==> src/rtl/pwr_rst_pkg.sv <==
package pwr_rst_pkg;
  localparam int unsigned SYNC_W = 9;
  localparam int unsigned IX_M5_HI = 0;
  localparam int unsigned IX_M5_LO = 1;
  localparam int unsigned IX_SB_HI = 2;
  localparam int unsigned IX_SB_LO = 3;
  localparam int unsigned IX_SLP3  = 4;
  localparam int unsigned IX_SLP4  = 5;
  localparam int unsigned IX_BTN   = 6;
  localparam int unsigned IX_CHIP  = 7;
  localparam int unsigned IX_GATE  = 8;
  // pulled-up inputs reset high, flags and the gate reset low
  localparam logic [SYNC_W-1:0] SYNC_RST = 9'b0_1111_0000;
endpackage

==> src/rtl/pwr_rst_sync.sv <==
module pwr_rst_sync #(
  parameter int unsigned W = 1,
  parameter logic [W-1:0] RST_VAL = '0
) (
  input  logic         clk,
  input  logic         rst_n,
  input  logic [W-1:0] d_i,
  output logic [W-1:0] q_o
);
  logic [W-1:0] meta_q;
  logic [W-1:0] stab_q;

  always_ff @(posedge clk or negedge rst_n) begin
    if (!rst_n) begin
      meta_q <= RST_VAL;
      stab_q <= RST_VAL;
    end else begin
      meta_q <= d_i;
      stab_q <= meta_q;
    end
  end

  assign q_o = stab_q;
endmodule

==> src/rtl/pwr_rst_tick.sv <==
module pwr_rst_tick #(
  parameter int unsigned TICK_DIV = 4
) (
  input  logic clk,
  input  logic rst_n,
  output logic tick_o
);
  localparam int unsigned CW = (TICK_DIV > 1) ? $clog2(TICK_DIV) : 1;
  localparam logic [CW-1:0] LAST = CW'(TICK_DIV - 1);

  logic [CW-1:0] cnt_q, cnt_d;
  logic          tick_q, tick_d;

  always_comb begin
    if (cnt_q == LAST) begin
      cnt_d  = '0;
      tick_d = 1'b1;
    end else begin
      cnt_d  = cnt_q + 1'b1;
      tick_d = 1'b0;
    end
  end

  always_ff @(posedge clk or negedge rst_n) begin
    if (!rst_n) begin
      cnt_q  <= '0;
      tick_q <= 1'b0;
    end else begin
      cnt_q  <= cnt_d;
      tick_q <= tick_d;
    end
  end

  assign tick_o = tick_q;
endmodule

==> src/rtl/pwr_rst_qual.sv <==
module pwr_rst_qual #(
  parameter int unsigned TICKS = 8
) (
  input  logic clk,
  input  logic rst_n,
  input  logic tick_i,
  input  logic hi_i,
  input  logic lo_i,
  input  logic en_i,
  output logic ok_o
);
  localparam int unsigned CW = $clog2(TICKS + 1);
  localparam logic [CW-1:0] LAST = CW'(TICKS);

  logic          band_q, band_d;
  logic [CW-1:0] cnt_q, cnt_d;
  logic          ok_q, ok_d;
  logic          cond;

  assign cond = band_q & en_i;

  always_comb begin
    band_d = lo_i ? 1'b0 : (hi_i ? 1'b1 : band_q);
    if (!cond)                         cnt_d = '0;
    else if (tick_i && cnt_q != LAST)  cnt_d = cnt_q + 1'b1;
    else                               cnt_d = cnt_q;
    ok_d = cond && (cnt_q == LAST);
  end

  always_ff @(posedge clk or negedge rst_n) begin
    if (!rst_n) begin
      band_q <= 1'b0;
      cnt_q  <= '0;
      ok_q   <= 1'b0;
    end else begin
      band_q <= band_d;
      cnt_q  <= cnt_d;
      ok_q   <= ok_d;
    end
  end

  assign ok_o = ok_q;

  // a lost rail decision or enable clears the output next cycle
  p_drop_r2: assert property (@(posedge clk) disable iff (!rst_n)
    !cond |=> !ok_q);
  // a rise needs a qualified condition in the cycle before
  p_rise_r1: assert property (@(posedge clk) disable iff (!rst_n)
    $rose(ok_q) |-> $past(cond));
  // rail decision moves only with a flag present
  p_hold_r3: assert property (@(posedge clk) disable iff (!rst_n)
    (!hi_i && !lo_i) |=> $stable(band_q));
endmodule

==> src/rtl/pwr_rst_seq.sv <==
module pwr_rst_seq
  import pwr_rst_pkg::*;
#(
  parameter int unsigned TICK_DIV   = 3125,
  parameter int unsigned PG_TICKS   = 17000,
  parameter int unsigned RSM_TICKS  = 2400,
  parameter int unsigned PSON_TICKS = 6
) (
  input  logic clk,
  input  logic rst_n,
  input  logic m5_above_i,
  input  logic m5_below_i,
  input  logic sb5_above_i,
  input  logic sb5_below_i,
  input  logic slp3_n_i,
  input  logic slp4_n_i,
  input  logic btn_rst_n_i,
  input  logic chip_rst_n_i,
  input  logic sb_gate_i,
  output logic sb_rst_n_o,
  output logic pwr_ok_a_o,
  output logic pwr_ok_b_o,
  output logic psu_on_n_o,
  output logic card_rst_n_o,
  output logic disk_rst_n_o,
  output logic sb3v_sel_n_o
);
  localparam int unsigned PCW = $clog2(PSON_TICKS + 1);
  localparam logic [PCW-1:0] PLAST = PCW'(PSON_TICKS - 1);

  logic [SYNC_W-1:0] raw, syn;
  logic tick, pg, rsm_ok;
  logic slp3_s, slp4_s;

  assign raw[IX_M5_HI] = m5_above_i;
  assign raw[IX_M5_LO] = m5_below_i;
  assign raw[IX_SB_HI] = sb5_above_i;
  assign raw[IX_SB_LO] = sb5_below_i;
  assign raw[IX_SLP3]  = slp3_n_i;
  assign raw[IX_SLP4]  = slp4_n_i;
  assign raw[IX_BTN]   = btn_rst_n_i;
  assign raw[IX_CHIP]  = chip_rst_n_i;
  assign raw[IX_GATE]  = sb_gate_i;

  pwr_rst_sync #(.W(SYNC_W), .RST_VAL(SYNC_RST)) u_sync (
    .clk(clk), .rst_n(rst_n), .d_i(raw), .q_o(syn));

  pwr_rst_tick #(.TICK_DIV(TICK_DIV)) u_tick (
    .clk(clk), .rst_n(rst_n), .tick_o(tick));

  pwr_rst_qual #(.TICKS(PG_TICKS)) u_pg (
    .clk(clk), .rst_n(rst_n), .tick_i(tick),
    .hi_i(syn[IX_M5_HI]), .lo_i(syn[IX_M5_LO]), .en_i(syn[IX_BTN]),
    .ok_o(pg));

  pwr_rst_qual #(.TICKS(RSM_TICKS)) u_rsm (
    .clk(clk), .rst_n(rst_n), .tick_i(tick),
    .hi_i(syn[IX_SB_HI]), .lo_i(syn[IX_SB_LO]), .en_i(1'b1),
    .ok_o(rsm_ok));

  assign slp3_s = syn[IX_SLP3];
  assign slp4_s = syn[IX_SLP4];

  // supply request, peripheral release, S3 flag, gate capture
  logic           psu_q, psu_d;
  logic [PCW-1:0] pcnt_q, pcnt_d;
  logic           rel_q, rel_d;
  logic           s3_q, s3_d;
  logic           gate_q, gate_d;
  logic           slp3_d1_q;
  logic           slp3_fall, psu_diff;

  assign slp3_fall = slp3_d1_q & ~slp3_s;
  assign psu_diff  = (psu_q == slp3_s);

  always_comb begin
    psu_d  = psu_q;
    pcnt_d = pcnt_q;
    if (!psu_diff) begin
      pcnt_d = '0;
    end else if (tick) begin
      if (pcnt_q == PLAST) begin
        psu_d  = ~slp3_s;
        pcnt_d = '0;
      end else begin
        pcnt_d = pcnt_q + 1'b1;
      end
    end

    if (!(syn[IX_CHIP] && pg)) rel_d = 1'b0;
    else if (tick)             rel_d = 1'b1;
    else                       rel_d = rel_q;

    if (!slp3_s && slp4_s)     s3_d = 1'b1;
    else if (slp3_s && pg)     s3_d = 1'b0;
    else                       s3_d = s3_q;

    if (pg || slp3_fall)       gate_d = syn[IX_GATE];
    else                       gate_d = gate_q;
  end

  always_ff @(posedge clk or negedge rst_n) begin
    if (!rst_n) begin
      psu_q     <= 1'b1;
      pcnt_q    <= '0;
      rel_q     <= 1'b0;
      s3_q      <= 1'b0;
      gate_q    <= 1'b0;
      slp3_d1_q <= 1'b1;
    end else begin
      psu_q     <= psu_d;
      pcnt_q    <= pcnt_d;
      rel_q     <= rel_d;
      s3_q      <= s3_d;
      gate_q    <= gate_d;
      slp3_d1_q <= slp3_s;
    end
  end

  assign sb_rst_n_o   = rsm_ok;
  assign pwr_ok_a_o   = pg;
  assign pwr_ok_b_o   = pg;
  assign psu_on_n_o   = psu_q;
  assign card_rst_n_o = rel_q;
  assign disk_rst_n_o = rel_q;
  assign sb3v_sel_n_o = ~(s3_q & gate_q);

  // the request flips only from a state that disagreed with the sleep input
  p_pson_r6: assert property (@(posedge clk) disable iff (!rst_n)
    !$stable(psu_q) |-> $past(psu_q == slp3_s));
  // a lost power-good clears the peripheral release
  p_periph_r9: assert property (@(posedge clk) disable iff (!rst_n)
    !pg |=> !rel_q);
  // the select turns on only after the S3 signal was seen low
  p_sel_r7: assert property (@(posedge clk) disable iff (!rst_n)
    $fell(sb3v_sel_n_o) |-> $past(!slp3_s));
  // with power-good low and no S3 edge, the captured gate holds
  p_gate_hold_r8: assert property (@(posedge clk) disable iff (!rst_n)
    (!pg && !slp3_fall) |=> $stable(gate_q));
endmodule

==> config.mk <==
export PLATFORM = sky130hd
export DESIGN_NAME = pwr_rst_seq
export DESIGN_NICKNAME = d
export VERILOG_FILES = /design/src/rtl/pwr_rst_pkg.sv /design/src/rtl/pwr_rst_sync.sv /design/src/rtl/pwr_rst_tick.sv /design/src/rtl/pwr_rst_qual.sv /design/src/rtl/pwr_rst_seq.sv
export SDC_FILE = /design/constraint.sdc
export NUM_CORES = 1
export LEC_CHECK = 0
export ABC_CLOCK_PERIOD_IN_PS = 1600
export BUFFER_PORTS_ARGS = -buffer_cell sky130_fd_sc_hd__buf_4
export CAP_MARGIN = 20
export CORE_MARGIN = 1
export CORE_UTILIZATION = 38
export CTS_CLUSTER_DIAMETER = 80
export CTS_CLUSTER_SIZE = 40
export DETAILED_ROUTE_END_ITERATION = 12
export GPL_TIMING_DRIVEN = 0
export MAX_ROUTING_LAYER = met4
export PLACE_DENSITY_LB_ADDON = 0.3
export RECOVER_POWER = 25
export SYNTH_ARGS = -nofsm -noshare
export SYNTH_HDL_FRONTEND = slang
export SYNTH_SLANG_ARGS = --single-unit
==> constraint.sdc <==
create_clock -name clk -period 1.6 [get_ports clk]
set_input_delay 0 -clock clk [delete_from_list [all_inputs] [get_ports clk]]
set_output_delay 0 -clock clk [all_outputs]
set_load 0.05 [all_outputs]
==> metrics.txt, run 1 <==
status=finished clean; antenna fix cells=0; Hold Path End=u_sync.meta_q[7]; Tot GR Track Use=14.33%; top cell family by delay on the critical path=simple AND/OR/NAND/NOR gates; initial core utilization=40.33%; post-layout util=between 40% and 50%; number of max-cap violations=0; Required @ worst endpoint=approximately 1.8 ns; Leakage Power=0.001604 uW; layout net count=331; RR Startpoint=u_tick.cnt_q[6]; Mapped Area=around 0.0030 mm^2; Async S/R FF share, synth=between 90% and 100%; critical-path cell list=or4_4, nor3_4, nor2_1, mux2_2; vias in the first global route=2027; FP Rows=31; final hold vios=0; Final min period=around 1.5 ns; synth top area cells=dfrtp_1 50%, dfstp_2 8.8%, nor2_1 4.8%, xor2_1 4.7%, nand3_1 3.0%; chip height=slightly above 90 um; # DRC=0; hold crit path type=in -> reg; CP Capture Type=flop; most frequent cells after synthesis=60 x dfrtp_1, 38 x nor2_1, 18 x nand3_1; Buf+Inv Stages, Crit Path=0; H-tree depth=3; Area Overhead vs Synth=20.73%; Num CTS Buffers=9; I/O pin count=18; r2r endpoint=u_tick.cnt_q[10]; Synthesis Warnings=0; maximum VDD drop=roughly 0.00045 V; power density over the cells=about 910 mW/mm^2; IO Port Bufs=17; initial antenna violation count=0; cell with the most instances after synthesis=dfrtp_1; Post-synth EDFFs=0; hold depth=2; CP arrival=around 1.8 ns; CP peak stage delay=0.58 ns; via count=2037; syn nets=about 280; GP Congestion=0.7914; final worst path period share=slightly below 100%; CTS Root Cell=clkbuf_8; Seq/Total Area, Yosys=59.05%; Setup CP Type=reg -> reg; clock skew after layout=between 0.01 and 0.015 ns; clk sink count=70; layout cells sized above 1=around a fifth; Achievable Freq=approximately 0.65 GHz; Crit Path Max Fanout=3; Max Root-Sink Buffers=2; Post-Synthesis Cells=267; Die Area=approximately 0.0082 mm^2; reg2reg setup slack=approximately 0.063 ns; Core ar.=between 0.007 and 0.008 mm^2; cell type with the largest total area after synthesis=dfrtp_1; top-area cell type share of the netlist area=50.25%; Pins Over Slew Limit=0; Mapped Avg Cell Area=between 10 and 15 um^2; Worst Tran Pin Value=just over 0.9 ns; die width=~90 um; main flop type after synthesis=dfrtp_1; Routed Antenna Nets=0; Final Setup Violations=0; worst-case reg-to-reg path depth=4; HP Start=chip_rst_n_i; startpoint types=flop; CTS clk-pin slew, worst paths=0.09 ns; Slowest cell on crit path=or4_4; WL final=roughly 5100 um; post-synthesis sequential element count=70; GR Overflow Total=0; CTS tree=done; first-pass GRT wire length=9052 um; max_slew headroom=around two fifths; WL per Instance=12.24 um; Hold WS=about 0.31 ns; Yosys cell types=45; hpwl dp=~3300 um; Worst path depth=4; largest net degree at the start of global routing=between 70 and 80; first-pass iteration count of the detailed router=4; RSZ-0062 raised after global routing=yes; number of vias per cell=slightly below 5; Detailed Route Iter0 Violations=about 110; clock latency on the worst-skew pair=about 0.35 ns
## metal layers
layer / up-vias / track usage (%) / routed length, um
li1: 1019 / - / -
met1: 992 / 18.37 / 2558
met2: 21 / 21.46 / 2366
met3: 5 / 3.283 / 114
met4: 0 / 6.855 / 75
met5: - / - / 0
## cells by family (layout without fill, tap and decap cells)
logic type                 Yosys count  after routing  share of synthesized area, %
and+or+nand+nor                    122            122                         21.98
muxes                                6              6                         2.136
AOI/OAI and AO/OA                   21             21                         4.397
xor gates and xnor gates            26             26                         7.621
DFF                                 70             70                         59.05
buffers and inverters               16             68                         2.303
adders and majority gates            6              6                         2.512
## worst reg2reg max path, stage by stage, from the launching register on
cell and delay [ns]:
dfrtp_1 0.40, or4_4 0.58, nor3_4 0.13, nor2_1 0.05
mux2_2 0.26
## flip-flops by register name (all words and copies together), names as in the netlist, 3 cells and up
signal,cells
u_tick.cnt_q,12
u_sync.q_o,9
pcnt_q,3
u_pg.cnt_q,15
u_rsm.cnt_q,12
u_sync.meta_q,9
## worst max path at each step
stage	endpoint	slack (ns)	start
2_1_floorplan	u_tick.cnt_q[10]	0.07	u_tick.cnt_q[9]
3_3_place_gp	u_tick.cnt_q[10]	0.02	u_tick.cnt_q[9]
3_5_place_dp	u_tick.cnt_q[10]	0.007	u_tick.cnt_q[9]
4_1_cts	u_pg.cnt_q[0]	0.01	u_pg.cnt_q[0]
5_1_grt	u_tick.cnt_q[4]	-0.03	u_tick.cnt_q[0]
6_report	u_tick.cnt_q[10]	0.06	u_tick.cnt_q[6]
## placed cells by master, fill, tap and decap left out, types with 3 or more instances in the layout
master / count
dlygate4sd3_1: 10
nand4_1: 9
ha_1: 6
xor2_1: 16
or3_1: 4
inv_6: 3
clkbuf_4: 10
and3_1: 5
o21ai_0: 4
nand2_1: 17
nor3_1: 5
nor4_1: 4
mux2i_1: 3
inv_1: 9
clkbuf_1: 4
nand3_1: 18
xnor2_1: 10
a21oi_1: 7
nor2_1: 38
clkbuf_8: 9
buf_4: 16
dfstp_2: 9
and4_1: 4
dfrtp_2: 3
dfrtp_1: 57
## power by group
group / switching [uW] / internal, uW / leakage, uW
logic: 73.8 / 43.3 / 0.000623
registers: 13.8 / 1810 / 0.000890
clock network: 755 / 600 / 0.0000907
## metrics by stage
step | cell area, um^2 | setup WS, ns | instances | total power [uW] | TNS [ns]
2_1_floorplan | 2988 | 0.06836 | 267 | 1890 | 0
3_3_place_gp | 3239 | 0.01797 | 383 | 1957 | 0
3_5_place_dp | 3239 | 0.006612 | 383 | 1960 | 0
4_1_cts | 3537 | 0.01386 | 410 | 3335 | 0
5_1_grt | 3607 | -0.02671 | 418 | 3440 | -0.08913
6_report | 3607 | 0.06308 | 418 | 3294 | 0
## final cells by class
cell class                 count  area [um^2]
multi-input combinational    181         1170
tap                           99        123.9
clock inverter                 7        63.81
fill                         674         3801
timing repair buffer          36        287.8
sequential                    70         1768
clock buffer                   9        123.9
buffer                         6        32.53
inverter                      10        37.54
## repair_timing
action | 4_1_cts | 5_1_grt
pin swaps | 1 | 2
hold buffers | 10 | 0
endpoints found under the setup margin | 3 | 10
hold endpoints to repair | 69 | 0
gates resized for setup | 1 | 8
setup buffers | 1 | 8
gates cloned | 0 | 0
Power figures use the tool's default switching activity.
==> inputs of run 2 (changes only) <==
--- a/config.mk
+++ b/config.mk
@@ -8,8 +8,10 @@
 export ABC_CLOCK_PERIOD_IN_PS = 1600
 export BUFFER_PORTS_ARGS = -buffer_cell sky130_fd_sc_hd__buf_4
 export CAP_MARGIN = 20
-export CORE_MARGIN = 1
-export CORE_UTILIZATION = 38
+export CELL_PAD_IN_SITES_DETAIL_PLACEMENT = 1
+export CELL_PAD_IN_SITES_GLOBAL_PLACEMENT = 2
+export CORE_MARGIN = 2
+export CORE_UTILIZATION = 36
 export CTS_CLUSTER_DIAMETER = 80
 export CTS_CLUSTER_SIZE = 40
 export DETAILED_ROUTE_END_ITERATION = 12
@@ -19,4 +21,5 @@
 export RECOVER_POWER = 25
 export SYNTH_ARGS = -nofsm -noshare
 export SYNTH_HDL_FRONTEND = slang
+export SYNTH_HIERARCHICAL = 1
 export SYNTH_SLANG_ARGS = --single-unit
==> run 2 against run 1 <==
Fmax fell by 10%. Via count rose by 7.0%. Final area rose by 7.8%. Combinational power barely moved. First-iteration DRC count fell by 31%. Worst setup slack got worse by 0.17 ns. Hold slack improved by 0.0014 ns. The run now ends with negative setup slack left.
==> metrics.txt, run 2 <==
GRT met2 Usage=25.17% (+3.7 points); Synthesis Warnings=6 (+6); Final Setup Violations=5 (+5); GP Congestion=0.7628 (-3.6%); Post-synth EDFFs=0 (unchanged); met1 GRT Util=20.76% (+2.4 points); CTS tree=done; hold depth=2 (unchanged); via count=2179 (+7.0%); clock skew after layout=0.005851 ns (-0.004708 ns); Finished Cell Area=0.003887 mm^2 (+7.8%); antenna fix cells=0 (unchanged); Design Power=3695 uW (+12%); number of vias per cell=5.021 (+3.0%); cell type with the largest total area after synthesis=dfrtp_1; layout cells sized above 1=28.57% (+8.2 points); # DRC=0 (unchanged); IO Port Bufs=17 (unchanged); RSZ-0062 raised after global routing=yes; startpoint types=flop; FP Rows=33 (+6.5%); die width=96.07 um (+6.0%); Crit Path Max Fanout=5 (+2); max reg flops=15 (unchanged); vias in the first global route=2298 (+13%); maximum VDD drop=0.0003954 V (-12%); Final min period=1.711 ns (+0.1745 ns); Leakage Power=0.001653 uW (+3.1%); CTS clk-pin slew, worst paths=0.08 ns (about the same); most frequent cells in the layout=54 x dfrtp_1, 38 x nor2_1, 21 x buf_4; max_slew headroom=36.81% (-2.1 points); CP arrival=2.00 ns (+0.23 ns); most frequent cells after synthesis=60 x dfrtp_1, 38 x nor2_1, 15 x inv_1, 15 x nand2_1, 15 x xor2_1; Hold WS=0.3065 ns (+0.001445 ns); WL per Instance=15.00 um (+23%); Slowest cell on crit path=or4_4; worst-case reg-to-reg path depth=4 (unchanged); syn nets=292 (+2.8%); Num CTS Buffers=9 (unchanged); Pins Over Slew Limit=0 (unchanged); final hold vios=0 (unchanged); post-placement cell area=0.003318 mm^2 (+2.4%); chip height=96.07 um (+6.0%); GR Overflow Total=0 (unchanged); largest net degree at the start of global routing=71 (unchanged); final worst path period share=107.0% (+11 points); power density over the cells=950.4 mW/mm^2 (+4.1%); Routed Antenna Nets=0 (unchanged); Mapped Area=0.003052 mm^2 (+2.1%); CP peak stage delay=0.53 ns (-0.05 ns); Mapped Avg Cell Area=11.10 um^2 (-0.84%); top-area cell type share of the netlist area=49.20% (-1.1 points); main flop type after synthesis=dfrtp_1; CTS Root Cell=clkbuf_8; I/O pin count=18 (unchanged); hpwl dp=4058 um (+24%); met3 Track Usage GR=4.307% (+1.0 points); number of max-cap violations=0 (unchanged); Yosys cell types=49 (+8.9%); CP Capture Type=flop; Worst Tran Pin Value=0.9478 ns (+0.03110 ns); synth top area cells=dfrtp_1 49%, dfstp_2 8.6%, nor2_1 4.7%, xor2_1 4.3%, xnor2_1 2.9%; GR peak layer=met2; clock latency on the worst-skew pair=0.36 ns (about the same); Setup CP Type=reg -> reg; Tot GR Track Use=16.69% (+2.4 points); most common cell after layout, fill and taps aside=dfrtp_1; setup TNS=-0.3531 ns (-0.3531 ns); initial core utilization=37.14% (-3.2 points); post-layout util=47.31% (-1.4 points); Area Overhead vs Synth=27.39%; status=finished with violations; clk sink count=70 (unchanged); first-pass GRT wire length=11210 um (+24%); Required @ worst endpoint=1.89 ns (+0.06 ns); Post-Synthesis Cells=275 (+3.0%); Detailed Route Iter0 Violations=77 (-31%); Die Area=0.009229 mm^2 (+12%); hold crit path type=in -> reg; post-synthesis sequential element count=70 (unchanged); Achievable Freq=0.5843 GHz (-10%); WL final=6509 um (+27%); Async S/R FF share, synth=100.0% (unchanged); H-tree depth=3 (unchanged); Reg with most FFs=u_pg/cnt_q; Multi-input gate area=0.001328 mm^2 (+13%); Max Root-Sink Buffers=2 (unchanged); FF+latch area=0.001772 mm^2 (+0.21%); initial antenna violation count=0 (unchanged); cell with the most instances after synthesis=dfrtp_1; Filler cells=887 (+32%); critical-path cell list=nand4_4, or4_4, or4_4, a21oi_2; first-pass iteration count of the detailed router=4 (unchanged); Largest regs=u_pg/cnt_q: 15 flops, u_rsm/cnt_q: 12 flops, u_tick/cnt_q: 12 flops; failing checks=negative setup slack; layout net count=341 (+3.0%); Most common cell on crit path=or4_4; final worst slack=-0.1114 ns (-0.1745 ns); Seq/Total Area, Yosys=57.81% (-1.2 points); Core ar.=0.008217 mm^2 (+11%)
run 2: cell families (layout without fill, tap and decap cells):
logic type | count (synthesis) | count (layout) | synth area share, %
xor+xnor | 25 | 25 | 7.175
compound gates | 32 | 32 | 6.847
other cells | 1 | 1 | 0.1229
buf+inv | 23 | 77 | 3.239
flops | 70 | 70 | 57.81
simple gates | 114 | 114 | 20.99
mux | 4 | 4 | 1.353
fa+ha+maj | 6 | 6 | 2.460
run 2: power breakdown:
part / switching, uW / internal, uW / total (uW)
clock network: 712 / 1040 / 1750
registers: 14.6 / 1810 / 1820
logic: 74.0 / 43.0 / 117
run 2: final cells by class:
cell class / count / area share [%]
Inverter: 16 / 1.545
Multi-Input combinational cell: 182 / 34.15
Tap cell: 105 / 3.379
Buffer: 6 / 0.9656
Clock buffer: 9 / 3.186
Clock inverter: 7 / 3.122
Timing Repair Buffer: 39 / 8.079
Sequential cell: 70 / 45.57
run 2: per-layer routing:
layer | vias to the layer above | wire, um
met4 | 0 | 157
met2 | 27 | 3194
met5 | - | 0
met3 | 12 | 177
met1 | 1088 | 2980
li1 | 1052 | -
run 2: worst paths after layout:
| kind | from | end | slack (ns) |
|---|---|---|---|
| worst min-delay path | sb5_above_i | u_sync/meta_q[2] | 0.31 |
| worst max-delay path | u_pg/cnt_q[3] | u_pg/cnt_q[13] | -0.11 |
| min in group asynchronous | rst_n | u_pg/cnt_q[6] | 0.34 |
| worst min register to register | u_sync/meta_q[2] | u_sync/q_o[2] | 0.35 |
| max in group asynchronous | rst_n | u_tick/tick_o | 0.59 |
| worst max register to register | u_pg/cnt_q[3] | u_pg/cnt_q[13] | -0.11 |
run 2: critical path: cells and delay by family (launching register included):
family	cells	cell delay (ns)
AND/OR/NAND/NOR	3	1.07
flip-flops	1	0.43
AO/OA/AOI/OAI	1	0.14
run 2: what timing repair did:
item,4_1_cts,5_1_grt
hold buffers,10,0
pin swaps,4,8
gates resized for setup,13,19
endpoints found under the hold margin,69,0
buffers inserted,4,8
endpoints found under the setup margin,19,24
run 2: through the flow:
step | setup WS [ns] | std cells
2_1_floorplan | -0.08520 | 275
3_3_place_gp | -0.1910 | 397
3_5_place_dp | -0.2263 | 397
4_1_cts | -0.1026 | 426
5_1_grt | -0.1682 | 434
6_report | -0.1114 | 434
==> inputs of run 3 (changes only) <==
--- a/config.mk
+++ b/config.mk
@@ -5,9 +5,9 @@
 export SDC_FILE = /design/constraint.sdc
 export NUM_CORES = 1
 export LEC_CHECK = 0
-export ABC_CLOCK_PERIOD_IN_PS = 1600
+export ABC_CLOCK_PERIOD_IN_PS = 1400
 export BUFFER_PORTS_ARGS = -buffer_cell sky130_fd_sc_hd__buf_4
-export CAP_MARGIN = 20
+export CAP_MARGIN = 10
 export CELL_PAD_IN_SITES_DETAIL_PLACEMENT = 1
 export CELL_PAD_IN_SITES_GLOBAL_PLACEMENT = 2
 export CORE_MARGIN = 2
==> constraint.sdc (replaced) <==
create_clock -name clk -period 1.4 [get_ports clk]
set_input_delay 0 -clock clk [delete_from_list [all_inputs] [get_ports clk]]
set_output_delay 0 -clock clk [all_outputs]
set_load 0.05 [all_outputs]
==> run 3 against run 2 <==
The flow still finishes with violations (negative setup slack). Final cell count is 4.6% higher. Largest cell class unchanged. Clock skew increased by 0.0044 ns. Fmax is 0.67% lower. Worst setup slack got worse by 0.21 ns. Critical path type unchanged. Register-to-register slack worse by 0.21 ns.
==> metrics.txt, run 3 (synthesis gave the netlist of run 2 again) <==
Crit Path Max Fanout=4 (-1); most frequent cells in the layout=49 x dfrtp_1, 36 x buf_4, 34 x nor2_1; Area Overhead vs Synth=38.17%; power density over the cells=1003 mW/mm^2 (+5.5%); final worst path period share=123.1% (+16 points); Buf+Inv Stages, Crit Path=0 (unchanged); most common cell after layout, fill and taps aside=dfrtp_1; layout cells sized above 1=40.11% (+12 points); maximum VDD drop=0.0004072 V (+3.0%); P_sw=921.1 uW (+15%); worst-case reg-to-reg path depth=4 (unchanged); I/O pin count=18 (unchanged); Hold Path End=u_sync/meta_q[4]; CP peak stage delay=0.47 ns (-0.06 ns); failing checks=negative setup slack; Pins Over Slew Limit=0 (unchanged); first-pass GRT wire length=11610 um (+3.6%); chip height=96.07 um (unchanged); clock skew after layout=0.01021 ns (+0.004361 ns); WL per Instance=16.40 um (+9.4%); CTS Root Cell=clkbuf_8; Achievable Freq=0.5804 GHz (-0.67%); Sw Ratio=21.78% (+0.098 points); Hold WS=0.3085 ns (+0.002052 ns); hold crit path type=in -> reg; internal power=3308 uW (+14%); largest net degree at the start of global routing=71 (unchanged); first-pass iteration count of the detailed router=4 (unchanged); startpoint types=flop; Slowest cell on crit path=or4_4; CTS tree=done; Finished Cell Area=0.004217 mm^2 (+8.5%); Die Area=0.009229 mm^2 (unchanged); clk sink count=70 (unchanged); antenna fix cells=0 (unchanged); GR Overflow Total=0 (unchanged); Required @ worst endpoint=1.67 ns (-0.22 ns); max_slew headroom=37.35% (+0.54 points); Comb power frac=3.2% (about the same); RR Startpoint=u_pg/cnt_q[9]; Core ar.=0.008217 mm^2 (unchanged); CTS clk-pin slew, worst paths=0.08 ns (about the same); Final Setup Violations=12 (+7); post-place setup slack=-0.4487 ns (-0.2224 ns); Leakage Power=0.001794 uW (+8.5%); Setup CP Type=reg -> reg; final hold vios=0 (unchanged); number of max-cap violations=0 (unchanged); Tot GR Track Use=17.38% (+0.69 points); # DRC=0 (unchanged); Routed Antenna Nets=0 (unchanged); post-placement cell area=0.003354 mm^2 (+1.1%); WL final=7446 um (+14%); status=finished with violations; CP Capture Type=flop; hold depth=2 (unchanged); Worst Tran Pin Value=0.9398 ns (-0.008036 ns); max reg flops=15 (unchanged); top cell family by delay on the critical path=simple AND/OR/NAND/NOR gates; via count=2301 (+5.6%); hpwl dp=3954 um (-2.6%); Largest regs=u_pg/cnt_q: 15 flops, u_rsm/cnt_q: 12 flops, u_tick/cnt_q: 12 flops; clock latency on the worst-skew pair=0.35 ns (about the same); HP Start=slp3_n_i; Reg with most FFs=u_pg/cnt_q; setup TNS=-1.927 ns (-1.574 ns); initial core utilization=37.14% (unchanged); Detailed Route Iter0 Violations=26 (-66%); Final min period=1.723 ns (+0.01147 ns); critical-path cell list=nand2_1, or4_4, or4_4, a21oi_2; H-tree depth=3 (unchanged); r2r endpoint=u_pg/cnt_q[13]; Reg power frac=49.2% (about the same); CP arrival=2.00 ns (about the same); IO Port Bufs=17 (unchanged); FP Rows=33 (unchanged); Max Root-Sink Buffers=2 (unchanged); final worst slack=-0.3229 ns (-0.2115 ns); layout net count=361 (+5.9%); Most common cell on crit path=or4_4; reg2reg setup slack=-0.32 ns (-0.21 ns); GP Congestion=0.8010 (+5.0%); RSZ-0062 raised after global routing=yes; Num CTS Buffers=9 (unchanged); vias in the first global route=2399 (+4.4%); initial antenna violation count=0 (unchanged); Clk pwr share=47.6% (about the same); number of vias per cell=5.068 (+0.95%); die width=96.07 um (unchanged)
-- run 3: cell count changes in the layout (fill, tap and decap cells not counted), moves of 3 or more --
| cell | delta |
|---|---|
| ha_1 | -3 |
| dfrtp_1 | -5 |
| nor2_4 | +3 |
| buf_6 | +6 |
| nor2_1 | -4 |
| dfrtp_2 | +5 |
| a21oi_1 | -5 |
| a21oi_2 | +5 |
| buf_4 | +15 |
-- run 3: routing by layer --
layer,vias to the layer above,share of wire (%),GRT usage [%]
li1,1088,-,-
met1,1185,42,20.11
met2,22,55,29.17
met3,6,2.0,4.072
met4,0,1.0,6.905
met5,-,0,-
-- run 3: worst max-delay path by stage --
| stage | depth (start not counted) | slack, ns | endpoint | from |
|---|---|---|---|---|
| after floorplan | 4 | -0.29 | u_pg/cnt_q[13] | u_pg/cnt_q[4] |
| after CTS | 4 | -0.29 | u_pg/cnt_q[13] | u_pg/cnt_q[6] |
| final | 4 | -0.32 | u_pg/cnt_q[13] | u_pg/cnt_q[9] |
| after detailed placement | 4 | -0.45 | u_pg/cnt_q[13] | u_pg/cnt_q[5] |
| after global routing | 4 | -0.37 | u_pg/cnt_q[13] | u_pg/cnt_q[8] |
| after global placement | 4 | -0.41 | u_pg/cnt_q[13] | u_pg/cnt_q[5] |
-- run 3: per-stage QoR --
| stage | utilization, % | total power, uW | std cells |
|---|---|---|---|
| global route | 51.32 | 4407 | 454 |
| detailed placement | 40.83 | 2240 | 397 |
| global placement | 40.83 | 2235 | 397 |
| floorplan | - | 2157 | 275 |
| finish | 51.32 | 4229 | 454 |
| CTS | 48.77 | 4278 | 446 |
-- run 3: power by group through the flow --
| stage | Combinational, uW | Sequential (uW) | Clock (uW) |
|---|---|---|---|
| finish | 135 | 2080 | 2010 |
| global route | 152 | 2090 | 2170 |
| CTS | 140 | 2080 | 2060 |
| detailed placement | 118 | 2120 | 0 |
| global placement | 116 | 2120 | 0 |
| floorplan | 39.8 | 2120 | 0 |
-- run 3: repair_timing --
item                                   in CTS  in global routing
pin swaps                                  15                 20
setup endpoints to repair                  28                 30
hold buffers                               10                  0
setup buffers                              24                  8
endpoints found under the hold margin      69                  0
resized for setup                          30                 37
-- run 3: cell type report --
| class | count | area [um^2] |
|---|---|---|
| clock inverter | 7 | 121.4 |
| buffer | 6 | 42.54 |
| tap | 105 | 131.4 |
| inverter | 16 | 60.06 |
| clock buffer | 9 | 123.9 |
| multi-input combinational | 182 | 1460 |
| timing repair buffer | 59 | 499.2 |
| fill | 864 | 4000 |
| sequential | 70 | 1778 |
